`src/rtl/async_rx_pkg.sv`:
```
package async_rx_pkg;

  localparam int MIN_DATA_BITS = 5;
  localparam int MAX_DATA_BITS = 9;

  typedef enum logic [2:0] {
    RX_IDLE,
    RX_START,
    RX_DATA,
    RX_PARITY,
    RX_STOP
  } rxState_t;

  // Strobes from the control FSM to the datapath
  typedef struct packed {
    logic capLo;      // store the first of the three voted samples
    logic capMid;     // store the second voted sample
    logic decide;     // third sample present: vote is valid now
    logic shiftIn;    // vote is a data bit
    logic takeParity; // vote is the parity bit
    logic clearFrame; // new start edge: clear assembly state
    logic pushFrame;  // vote is the first stop bit: emit character
  } rxStrobe_t;

  typedef struct packed {
    logic [MAX_DATA_BITS-1:0] data;
    logic                     frameErr;
    logic                     parityErr;
  } rxChar_t;

  function automatic logic [3:0] clampBits(input logic [3:0] req);
    if (req < 4'(MIN_DATA_BITS)) return 4'(MIN_DATA_BITS);
    if (req > 4'(MAX_DATA_BITS)) return 4'(MAX_DATA_BITS);
    return req;
  endfunction

endpackage

```
`src/rtl/async_rx_ctrl.sv`:
```
module async_rx_ctrl
  import async_rx_pkg::*;
#(
  parameter int OSR_NORMAL = 16,
  parameter int OSR_DOUBLE = 8
) (
  input  logic       clk,
  input  logic       rstN,
  input  logic       sampleTick,
  input  logic       lineNow,
  input  logic       voteBit,
  input  logic       doubleSpeed,
  input  logic       parityOn,
  input  logic [3:0] effBits,
  output rxStrobe_t  strobe
);

  localparam int CW = $clog2(OSR_NORMAL + 1);

  rxState_t      state;
  logic [CW-1:0] smpIdx;
  logic [3:0]    bitIdx;
  logic          prevLine;

  logic [CW-1:0] osr;
  logic [CW-1:0] midIdx;
  logic [CW-1:0] lastIdx;
  logic          inFrame;
  logic          startEdge;
  logic          endOfBit;

  assign osr       = doubleSpeed ? CW'(OSR_DOUBLE) : CW'(OSR_NORMAL);
  assign midIdx    = osr >> 1;
  assign lastIdx   = osr - CW'(1);
  assign inFrame   = sampleTick && (state != RX_IDLE);
  assign startEdge = sampleTick && (state == RX_IDLE) && prevLine && !lineNow;
  assign endOfBit  = inFrame && (smpIdx == lastIdx);

  always_comb begin
    strobe            = '0;
    strobe.capLo      = inFrame && (smpIdx == midIdx - CW'(1));
    strobe.capMid     = inFrame && (smpIdx == midIdx);
    strobe.decide     = inFrame && (smpIdx == midIdx + CW'(1));
    strobe.shiftIn    = strobe.decide && (state == RX_DATA);
    strobe.takeParity = strobe.decide && (state == RX_PARITY);
    strobe.pushFrame  = strobe.decide && (state == RX_STOP);
    strobe.clearFrame = startEdge;
  end

  always_ff @(posedge clk) begin
    if (!rstN) begin
      state    <= RX_IDLE;
      smpIdx   <= '0;
      bitIdx   <= '0;
      prevLine <= 1'b1;
    end else begin
      if (sampleTick) prevLine <= lineNow;
      if (startEdge) begin
        state  <= RX_START;
        smpIdx <= CW'(1);
        bitIdx <= '0;
      end else if (inFrame) begin
        smpIdx <= endOfBit ? '0 : smpIdx + CW'(1);
        unique case (state)
          RX_START: begin
            if (strobe.decide && voteBit) state <= RX_IDLE;
            else if (endOfBit)            state <= RX_DATA;
          end
          RX_DATA: begin
            if (endOfBit) begin
              bitIdx <= bitIdx + 4'd1;
              if (bitIdx == effBits - 4'd1)
                state <= parityOn ? RX_PARITY : RX_STOP;
            end
          end
          RX_PARITY: if (endOfBit) state <= RX_STOP;
          RX_STOP:   if (strobe.decide) state <= RX_IDLE;
          default:   state <= RX_IDLE;
        endcase
      end
    end
  end

  // a high mid-bit vote during the start bit abandons the frame
  a_r4_false_start_abort : assert property (@(posedge clk) disable iff (!rstN)
    (state == RX_START && strobe.decide && voteBit) |=> (state == RX_IDLE));

  // the first stop bit vote closes the frame, ready for the next edge
  a_r6_stop_ends_frame : assert property (@(posedge clk) disable iff (!rstN)
    strobe.pushFrame |=> (state == RX_IDLE));

  // sample index stays inside one bit period while framing
  a_r3_index_in_bit : assert property (@(posedge clk) disable iff (!rstN)
    (state != RX_IDLE) |-> (smpIdx <= lastIdx));

endmodule

```
`src/rtl/async_rx_datapath.sv`:
```
module async_rx_datapath
  import async_rx_pkg::*;
#(
  parameter int SYNC_STAGES = 2
) (
  input  logic       clk,
  input  logic       rstN,
  input  logic       rxLine,
  input  rxStrobe_t  strobe,
  input  logic [3:0] effBits,
  input  logic       parityOn,
  input  logic       oddParity,
  output logic       lineNow,
  output logic       voteBit,
  output logic       pushValid,
  output rxChar_t    pushChar
);

  logic [SYNC_STAGES-1:0]   syncReg;
  logic                     smpLo;
  logic                     smpMid;
  logic [MAX_DATA_BITS-1:0] shiftReg;
  logic                     parityAcc;
  logic                     parityBit;
  logic [3:0]               shiftAmt;

  assign lineNow   = syncReg[SYNC_STAGES-1];
  assign voteBit   = (smpLo & smpMid) | (smpLo & lineNow) | (smpMid & lineNow);
  assign shiftAmt  = 4'(MAX_DATA_BITS) - effBits;
  assign pushValid = strobe.pushFrame;

  always_comb begin
    pushChar.data      = shiftReg >> shiftAmt;
    pushChar.frameErr  = !voteBit;
    pushChar.parityErr = parityOn && (parityAcc ^ parityBit ^ oddParity);
  end

  always_ff @(posedge clk) begin
    if (!rstN) begin
      syncReg   <= '1;
      smpLo     <= 1'b1;
      smpMid    <= 1'b1;
      shiftReg  <= '0;
      parityAcc <= 1'b0;
      parityBit <= 1'b0;
    end else begin
      syncReg <= {syncReg[SYNC_STAGES-2:0], rxLine};
      if (strobe.capLo)  smpLo  <= lineNow;
      if (strobe.capMid) smpMid <= lineNow;
      if (strobe.clearFrame) begin
        shiftReg  <= '0;
        parityAcc <= 1'b0;
      end else if (strobe.shiftIn) begin
        shiftReg  <= {voteBit, shiftReg[MAX_DATA_BITS-1:1]};
        parityAcc <= parityAcc ^ voteBit;
      end
      if (strobe.takeParity) parityBit <= voteBit;
    end
  end

  // characters narrower than nine bits never carry a ninth bit
  a_r2_narrow_no_bit8 : assert property (@(posedge clk) disable iff (!rstN)
    (pushValid && effBits != 4'(MAX_DATA_BITS)) |-> (pushChar.data[MAX_DATA_BITS-1] == 1'b0));

endmodule

```
`src/rtl/async_rx_fifo.sv`:
```
module async_rx_fifo
  import async_rx_pkg::*;
#(
  parameter int DEPTH = 2
) (
  input  logic    clk,
  input  logic    rstN,
  input  logic    push,
  input  rxChar_t pushChar,
  input  logic    pop,
  output rxChar_t headChar,
  output logic    headOverrun,
  output logic    notEmpty
);

  localparam int PW   = (DEPTH > 1) ? $clog2(DEPTH) : 1;
  localparam int CNTW = $clog2(DEPTH + 1);
  localparam logic [CNTW-1:0] FULL_CNT = CNTW'(DEPTH);

  rxChar_t         mem [DEPTH];
  logic [DEPTH-1:0] ovrMem;
  logic [PW-1:0]   wrPtr;
  logic [PW-1:0]   rdPtr;
  logic [PW-1:0]   lastWr;
  logic [CNTW-1:0] count;
  logic            full;
  logic            doPop;
  logic            accept;
  logic            overrunEv;

  function automatic logic [PW-1:0] nextPtr(input logic [PW-1:0] p);
    return (p == PW'(DEPTH - 1)) ? '0 : p + PW'(1);
  endfunction

  assign full      = (count == FULL_CNT);
  assign doPop     = pop && (count != '0);
  assign accept    = push && (!full || doPop);
  assign overrunEv = push && full && !doPop;
  assign lastWr    = (wrPtr == '0) ? PW'(DEPTH - 1) : wrPtr - PW'(1);

  assign headChar    = mem[rdPtr];
  assign headOverrun = ovrMem[rdPtr];
  assign notEmpty    = (count != '0);

  always_ff @(posedge clk) begin
    if (!rstN) begin
      for (int i = 0; i < DEPTH; i++) mem[i] <= '0;
      ovrMem <= '0;
      wrPtr  <= '0;
      rdPtr  <= '0;
      count  <= '0;
    end else begin
      if (accept) begin
        mem[wrPtr]    <= pushChar;
        ovrMem[wrPtr] <= 1'b0;
        wrPtr         <= nextPtr(wrPtr);
      end
      if (overrunEv) ovrMem[lastWr] <= 1'b1;
      if (doPop) rdPtr <= nextPtr(rdPtr);
      count <= count + CNTW'(accept) - CNTW'(doPop);
    end
  end

  // occupancy never exceeds the queue depth
  a_r7_count_bound : assert property (@(posedge clk) disable iff (!rstN)
    count <= FULL_CNT);

  // a read of a non-empty queue without a push removes one entry
  a_r7_pop_drains : assert property (@(posedge clk) disable iff (!rstN)
    (pop && count != '0 && !push) |=> (count == $past(count) - CNTW'(1)));

  // a push into a full queue leaves it full
  a_r8_full_stays_full : assert property (@(posedge clk) disable iff (!rstN)
    (push && full && !pop) |=> full);

  // the lost character marks the newest stored entry
  a_r8_flag_marked : assert property (@(posedge clk) disable iff (!rstN)
    (push && full && !pop) |=> ovrMem[$past(lastWr)]);

endmodule

```
`src/rtl/async_rx_core.sv`:
```
module async_rx_core
  import async_rx_pkg::*;
#(
  parameter int OSR_NORMAL  = 16,
  parameter int OSR_DOUBLE  = 8,
  parameter int SYNC_STAGES = 2,
  parameter int FIFO_DEPTH  = 2
) (
  input  logic       clk,
  input  logic       rstN,
  input  logic       sampleTick,
  input  logic       rxLine,
  input  logic       doubleSpeed,
  input  logic [3:0] charBits,
  input  logic [1:0] parityMode,
  input  logic       readStrobe,
  output logic       rxReady,
  output logic [7:0] rdData,
  output logic       rdBit8,
  output logic       frameErr,
  output logic       parityErr,
  output logic       overrun
);

  rxStrobe_t  strobe;
  rxChar_t    pushChar;
  rxChar_t    headChar;
  logic       lineNow;
  logic       voteBit;
  logic       pushValid;
  logic [3:0] effBits;

  assign effBits = clampBits(charBits);

  async_rx_ctrl #(
    .OSR_NORMAL(OSR_NORMAL),
    .OSR_DOUBLE(OSR_DOUBLE)
  ) ctrl_i (
    .clk        (clk),
    .rstN       (rstN),
    .sampleTick (sampleTick),
    .lineNow    (lineNow),
    .voteBit    (voteBit),
    .doubleSpeed(doubleSpeed),
    .parityOn   (parityMode[1]),
    .effBits    (effBits),
    .strobe     (strobe)
  );

  async_rx_datapath #(
    .SYNC_STAGES(SYNC_STAGES)
  ) dp_i (
    .clk      (clk),
    .rstN     (rstN),
    .rxLine   (rxLine),
    .strobe   (strobe),
    .effBits  (effBits),
    .parityOn (parityMode[1]),
    .oddParity(parityMode[0]),
    .lineNow  (lineNow),
    .voteBit  (voteBit),
    .pushValid(pushValid),
    .pushChar (pushChar)
  );

  async_rx_fifo #(
    .DEPTH(FIFO_DEPTH)
  ) fifo_i (
    .clk        (clk),
    .rstN       (rstN),
    .push       (pushValid),
    .pushChar   (pushChar),
    .pop        (readStrobe),
    .headChar   (headChar),
    .headOverrun(overrun),
    .notEmpty   (rxReady)
  );

  assign rdData    = headChar.data[7:0];
  assign rdBit8    = headChar.data[8];
  assign frameErr  = headChar.frameErr;
  assign parityErr = headChar.parityErr;

endmodule

```
`config.mk`:
```
export PLATFORM = sky130hd
export DESIGN_NAME = async_rx_core
export DESIGN_NICKNAME = d
export VERILOG_FILES = /design/src/rtl/async_rx_pkg.sv /design/src/rtl/async_rx_ctrl.sv /design/src/rtl/async_rx_datapath.sv /design/src/rtl/async_rx_fifo.sv /design/src/rtl/async_rx_core.sv
export SDC_FILE = /design/constraint.sdc
export NUM_CORES = 1
export LEC_CHECK = 0
export BUFFER_PORTS_ARGS = -buffer_cell sky130_fd_sc_hd__buf_2
export CAP_MARGIN = 0
export CORE_UTILIZATION = 50
export CTS_BUF_LIST = sky130_fd_sc_hd__clkbuf_16
export CTS_CLUSTER_SIZE = 16
export DETAILED_ROUTE_END_ITERATION = 8
export GPL_TIMING_DRIVEN = 0
export PLACE_DENSITY = 0.82
export SLEW_MARGIN = 15
export SYNTH_ARGS = -nofsm -noshare
export SYNTH_HDL_FRONTEND = slang
export SYNTH_SLANG_ARGS = --single-unit
```
`constraint.sdc`:
```
create_clock -name clk -period 2.45 [get_ports clk]
set_input_delay 0.3675 -clock clk [delete_from_list [all_inputs] [get_ports clk]]
set_output_delay 0.3675 -clock clk [all_outputs]
set_load 0.005 [all_outputs]
```
# Word-level counts from Yosys, hierarchy flattened
# Memory sizes are Yosys's and may differ from the RTL's. A register that Yosys moved wholly into a read port is not among the register bits.
# Index checks and enable logic that the tools add are counted.
# classes
n_addsub	12
mul	0
n_div	0
order_cmp	7
eq_ne	20
shift	1
n_mux	42
n_bitwise	12
n_reduce_logical	33
# op_table
op	n
two-way mux 1 bit	22
two-way mux 3 bit	7
logical AND 1 bit	19
two-way mux 4 bit	4
== test 5 bit	3
inequality test 3 x 1 -> 1 bit (second input constant)	4
one-hot mux 3 bit (4 select lines)	1
AND reduction 6 bit	2
two-way mux 11 bit	1
OR reduction 11 bit	1
two-way mux 5 bit	2
right shift 9 x 4 -> 9 bit	1
== test 3 x 2 -> 1 bit (second input constant)	2
< comparator 1 x 2 -> 1 bit (second input constant)	3
two-way mux 2 bit	3
inequality test 2 x 1 -> 1 bit (second input constant)	3
adder 4 x 1 -> 5 bit (second input constant)	1
adder 5 x 1 -> 5 bit (second input constant)	1
== test 5 x 4 -> 1 bit	1
subtractor 4 x 1 -> 5 bit (second input constant)	1
subtractor 5 x 1 -> 5 bit (second input constant)	1
adder 4 x 1 -> 4 bit (second input constant)	1
== test 4 bit	1
greater-than comparator 4 bit (second input constant)	1
other kinds (29)	41
# totals
ff_bits	34
latch_bits	0
ram_bits	22
mem_bits_ro	0
wordCells	144
n_memories	1
# memory_table
memory	words	width	read_ports	rd_clocked_by_memory_dff	wr	line_no	source
fifo_i.mem	2	11	1	1	2	async_rx_fifo.sv:20	rxChar_t mem [DEPTH];

# Depth between registers and ports, before layout
# logic_depth
word_depth	12
mapped_depth	10
mapped_depth_nobuf	9

# Modules after synthesis
# A second synthesis with hierarchy kept.
# unflattened
hier_cells	317
area_unflattened_um2	3253.1
# modules_own_cells
module	n_inst	cells_per_inst	area_per_inst_um2	seq_area_each_um2
async_rx_fifo	1	97	1322.5	800.8
async_rx_ctrl	1	123	983.4	260.2
async_rx_datapath	1	92	915.9	300.3
async_rx_core	1	5	31.3	0.0

# Least setup slack after synthesis
# OpenSTA, ideal clock, no wires.
# synth_path
kind	in2reg
start	input port charBits[3]
end	memory fifo_i.mem[1][2] (netlist bit) (data pin)
arrival_time_ps	2342
required_time_ps	2185
path_slack_ps	-157
path_stages	9
path_buffers	3
cell_sequence	buf_2 -> and3b_1 -> buf_2 -> clkinv_1 -> ha_1 -> clkbuf_1 -> o311ai_0 -> o31ai_1 -> nor2_1
# synth_rtl
item	line_no	source
from (decl)	async_rx_core.sv:14	input logic [3:0] charBits,
to (decl)	async_rx_fifo.sv:20	

==> qor.txt <==
Core footprint -> 6030 um2
Total CTS buffers -> 9
IO buf count -> 22
Fin worst setup slack -> 0.143 ns
Post-CTS Hold Fix Bufs -> 0
Final setup viols -> 0
PwrDens -> 683 nW/um2
R2r startpoint -> ctrl_i.state[0]$_SDFFE_PN0P_
Cell taking the most area after synthesis -> dfxtp_1
Detailed-route DRC error count -> 0
Multi-input gate area -> 1690 um2
Initial antenna violation count -> 0
Drt first pass iters -> 4
Vias in the first global route -> 2261
Starting DRT DRC Count -> 198
Vias per cell -> 5.61
Prevailing post-synth register cell -> dfxtp_1
Max_cap viols -> 0
Slew Limit Fails -> 0
First-pass GRT wire length -> 10300 um
CTS H-tree depth -> 3
Post-DRT Antenna Nets -> 0
Worst setup path category -> in -> reg
Average wire per standard cell -> 14.7 um
Share of layout cells above drive strength 1 -> 0.239
Syn Std Cell Area -> 3190 um2
Reg2reg path depth -> 8
YS warnings -> 0
Io pins -> 25
Worst Clk Skew -> 0.00709 ns
RSZ-0062 raised after global routing -> no
Yosys reg bits -> 57
Die ar. -> 6710 um2
Peak Freq -> 433 MHz
Max IR drop VDD -> 0.455 mV
Synth top area share -> 0.219
CP Max Fanout -> 10
Final Cycle Share -> 0.942
Seq/Total Area, Yosys -> 0.426
Worst-path cell chain -> buf_2 -> and3b_1 -> buf_2 -> clkinvlp_4 -> ha_1 -> clkbuf_2 -> o311ai_0 -> o31ai_1 -> nor2_1
Crit path launch -> charBits[3]
Num rows -> 28
TritonCTS clock tree -> built
Lkg Pwr -> 1.46 nW
Synth-to-layout area growth -> 17.0%
Die height -> 81.9 um
CP most frequent cell -> buf_2
Hold Crit Class -> in -> reg
Setup crit end kind -> flop
Total Routed Length -> 6440 um
Fillcell total -> 486
Arrival time worst endpoint -> 2.37 ns
Clock latency on the worst-skew pair -> 0.33 ns
NumNets Final -> 379
Clock Sinks -> 57
Count leader, synth -> nor2_1
Clock Path Buffers -> 2
Run status -> finished clean
Number of synthesized flops with an enable pin -> 22
CP startpoint kind -> input pin
Diodes inserted -> 0
Storage cell area -> 1360 um2
Initial Util -> 0.530
Die width -> 81.9 um
CP max stage cell -> ha_1
Crit-path max cell delay -> 0.42 ns
Top cells by area, synth -> dfxtp_1 22%, edfxtp_1 21%, mux2_2 4.9%, nor2_1 4.9%, mux2i_1 4.4%
R2R Path End -> fifo_i.mem[0][10]$_SDFFCE_PN0P_
Post-Place Setup Slack -> -0.344 ns
Min Tclk post-route -> 2.31 ns
Finished Core Util -> 0.620
Syn nets -> 342
Yosys cell types -> 64
Reg2reg setup slack -> 0.16 ns
Clk slew on worst S/H paths -> 0.05 ns
WHS Path Cells -> 2
Grt ovf -> 0
Fraction of registers with async set/reset -> 0
Final Hold Fails -> 0
Avg Inst Size Synth -> 9.92 um2
Actual slew at the worst max-slew pin -> 0.563 ns
Root Buffer -> clkbuf_16
Worst EP required -> 2.51 ns
Post-DP HPWL -> 4470 um
Crit path capture -> fifo_i.mem[1][2]$_SDFFCE_PN0P_
Ranking of synthesized cells by instance count -> 42 x nor2_1, 35 x dfxtp_1, 22 x edfxtp_1
Tot GR Track Use -> 0.207
Slew Limit Headroom -> 0.625
Pin count of the biggest net entering global routing -> 12
Cells after Synth -> 322
Gp weighted congestion -> 0.845
Vias -> 2461
flip-flops by register name, indices dropped and copies added (netlist names), named ones only:
signal,cells
ctrl_i.state,3
ctrl_i.smpIdx,5
fifo_i.ovrMem,2
dp_i.parityBit,1
fifo_i.mem,22
ctrl_i.prevLine,1
dp_i.smpLo,1
dp_i.shiftReg,9
fifo_i.wrPtr,1
fifo_i.count,2
ctrl_i.bitIdx,4
dp_i.syncReg,2
fifo_i.rdPtr,1
dp_i.smpMid,1
dp_i.parityAcc,1
power by group:
part | internal, mW | switching (mW)
logic | 0.144 | 0.175
registers | 1.02 | 0.0177
clock network | 0.774 | 0.421
how the worst min path moves through the flow:
stage / startpoint / endpoint
final: rxLine / dp_i.syncReg[0]$_SDFF_PN1_
after global routing: rxLine / dp_i.syncReg[0]$_SDFF_PN1_
after CTS: rxLine / dp_i.syncReg[0]$_SDFF_PN1_
after global placement: dp_i.syncReg[0]$_SDFF_PN1_ / dp_i.syncReg[1]$_SDFF_PN1_
after detailed placement: dp_i.syncReg[0]$_SDFF_PN1_ / dp_i.syncReg[1]$_SDFF_PN1_
after floorplan: dp_i.syncReg[0]$_SDFF_PN1_ / dp_i.syncReg[1]$_SDFF_PN1_
layout by cell type, fill, tap and decap left out, drive strengths merged, types with 3 or more instances in the layout:
cell / synthesis / layout
nand2b: 7 / 7
dfxtp: 35 / 35
a21oi: 16 / 16
nand4: 3 / 3
nand2: 18 / 18
mux2: 14 / 14
clkinv: 1 / 5
o21ai: 8 / 8
a211oi: 3 / 3
nor3b: 4 / 4
and2: 4 / 4
clkbuf: 12 / 21
inv: 12 / 13
edfxtp: 22 / 22
xor2: 7 / 7
o31ai: 3 / 3
nor4: 7 / 7
xnor2: 11 / 11
o22ai: 4 / 4
nor2b: 3 / 3
ha: 8 / 8
nor3: 9 / 9
or3: 6 / 6
nor2: 42 / 42
mux2i: 14 / 14
buf: 8 / 34
through the flow:
stage	total power [mW]	cell area, um2	TNS (ns)	hold slack [ns]	instances
5_1_grt	2.65	3740	0	0.231	439
2_1_floorplan	1.28	3200	-2.10	0.386	322
3_3_place_gp	1.36	3400	-14.36	0.416	419
6_report	2.55	3740	0	0.220	439
4_1_cts	2.56	3700	0	0.217	437
3_5_place_dp	1.37	3410	-2.31	0.412	421
cell type report:
| type | count | share of cell area |
|---|---|---|
| multi-input cells | 232 | 0.453 |
| clock buffers | 9 | 0.0603 |
| well taps | 75 | 0.0251 |
| inverters | 13 | 0.0141 |
| repair buffers | 26 | 0.0375 |
| flip-flops and latches | 57 | 0.364 |
| plain buffers | 20 | 0.0288 |
| clock inverters | 7 | 0.0164 |
cells by family after synthesis:
group           Yosys count  synth area share
xor+xnor                 18            0.0494
fa+ha+maj                 9            0.0345
mux                      29             0.100
compound gates           55             0.120
buf+inv                  33            0.0486
simple gates            121             0.221
flops                    57             0.426
metal layers:
layer	track usage	part of all wire	wire length [um]
met2	0.349	0.49	3180
met1	0.246	0.45	2890
met5	0	0	0
met4	0.105	0.021	136
met3	0.0433	0.036	229
worst max-delay path, delay by kind of cell:
| kind | cells | cell delay (ns) |
|---|---|---|
| compound gates | 2 | 0.32 |
| fa+ha+maj | 1 | 0.42 |
| buf+inv | 4 | 0.96 |
| simple gates | 2 | 0.29 |
timing repair:
item,4_1_cts,5_1_grt
endpoints found under the setup margin,6,12
gates resized for setup,1,3
setup buffers,0,2
Power figures use the tool's default switching activity.
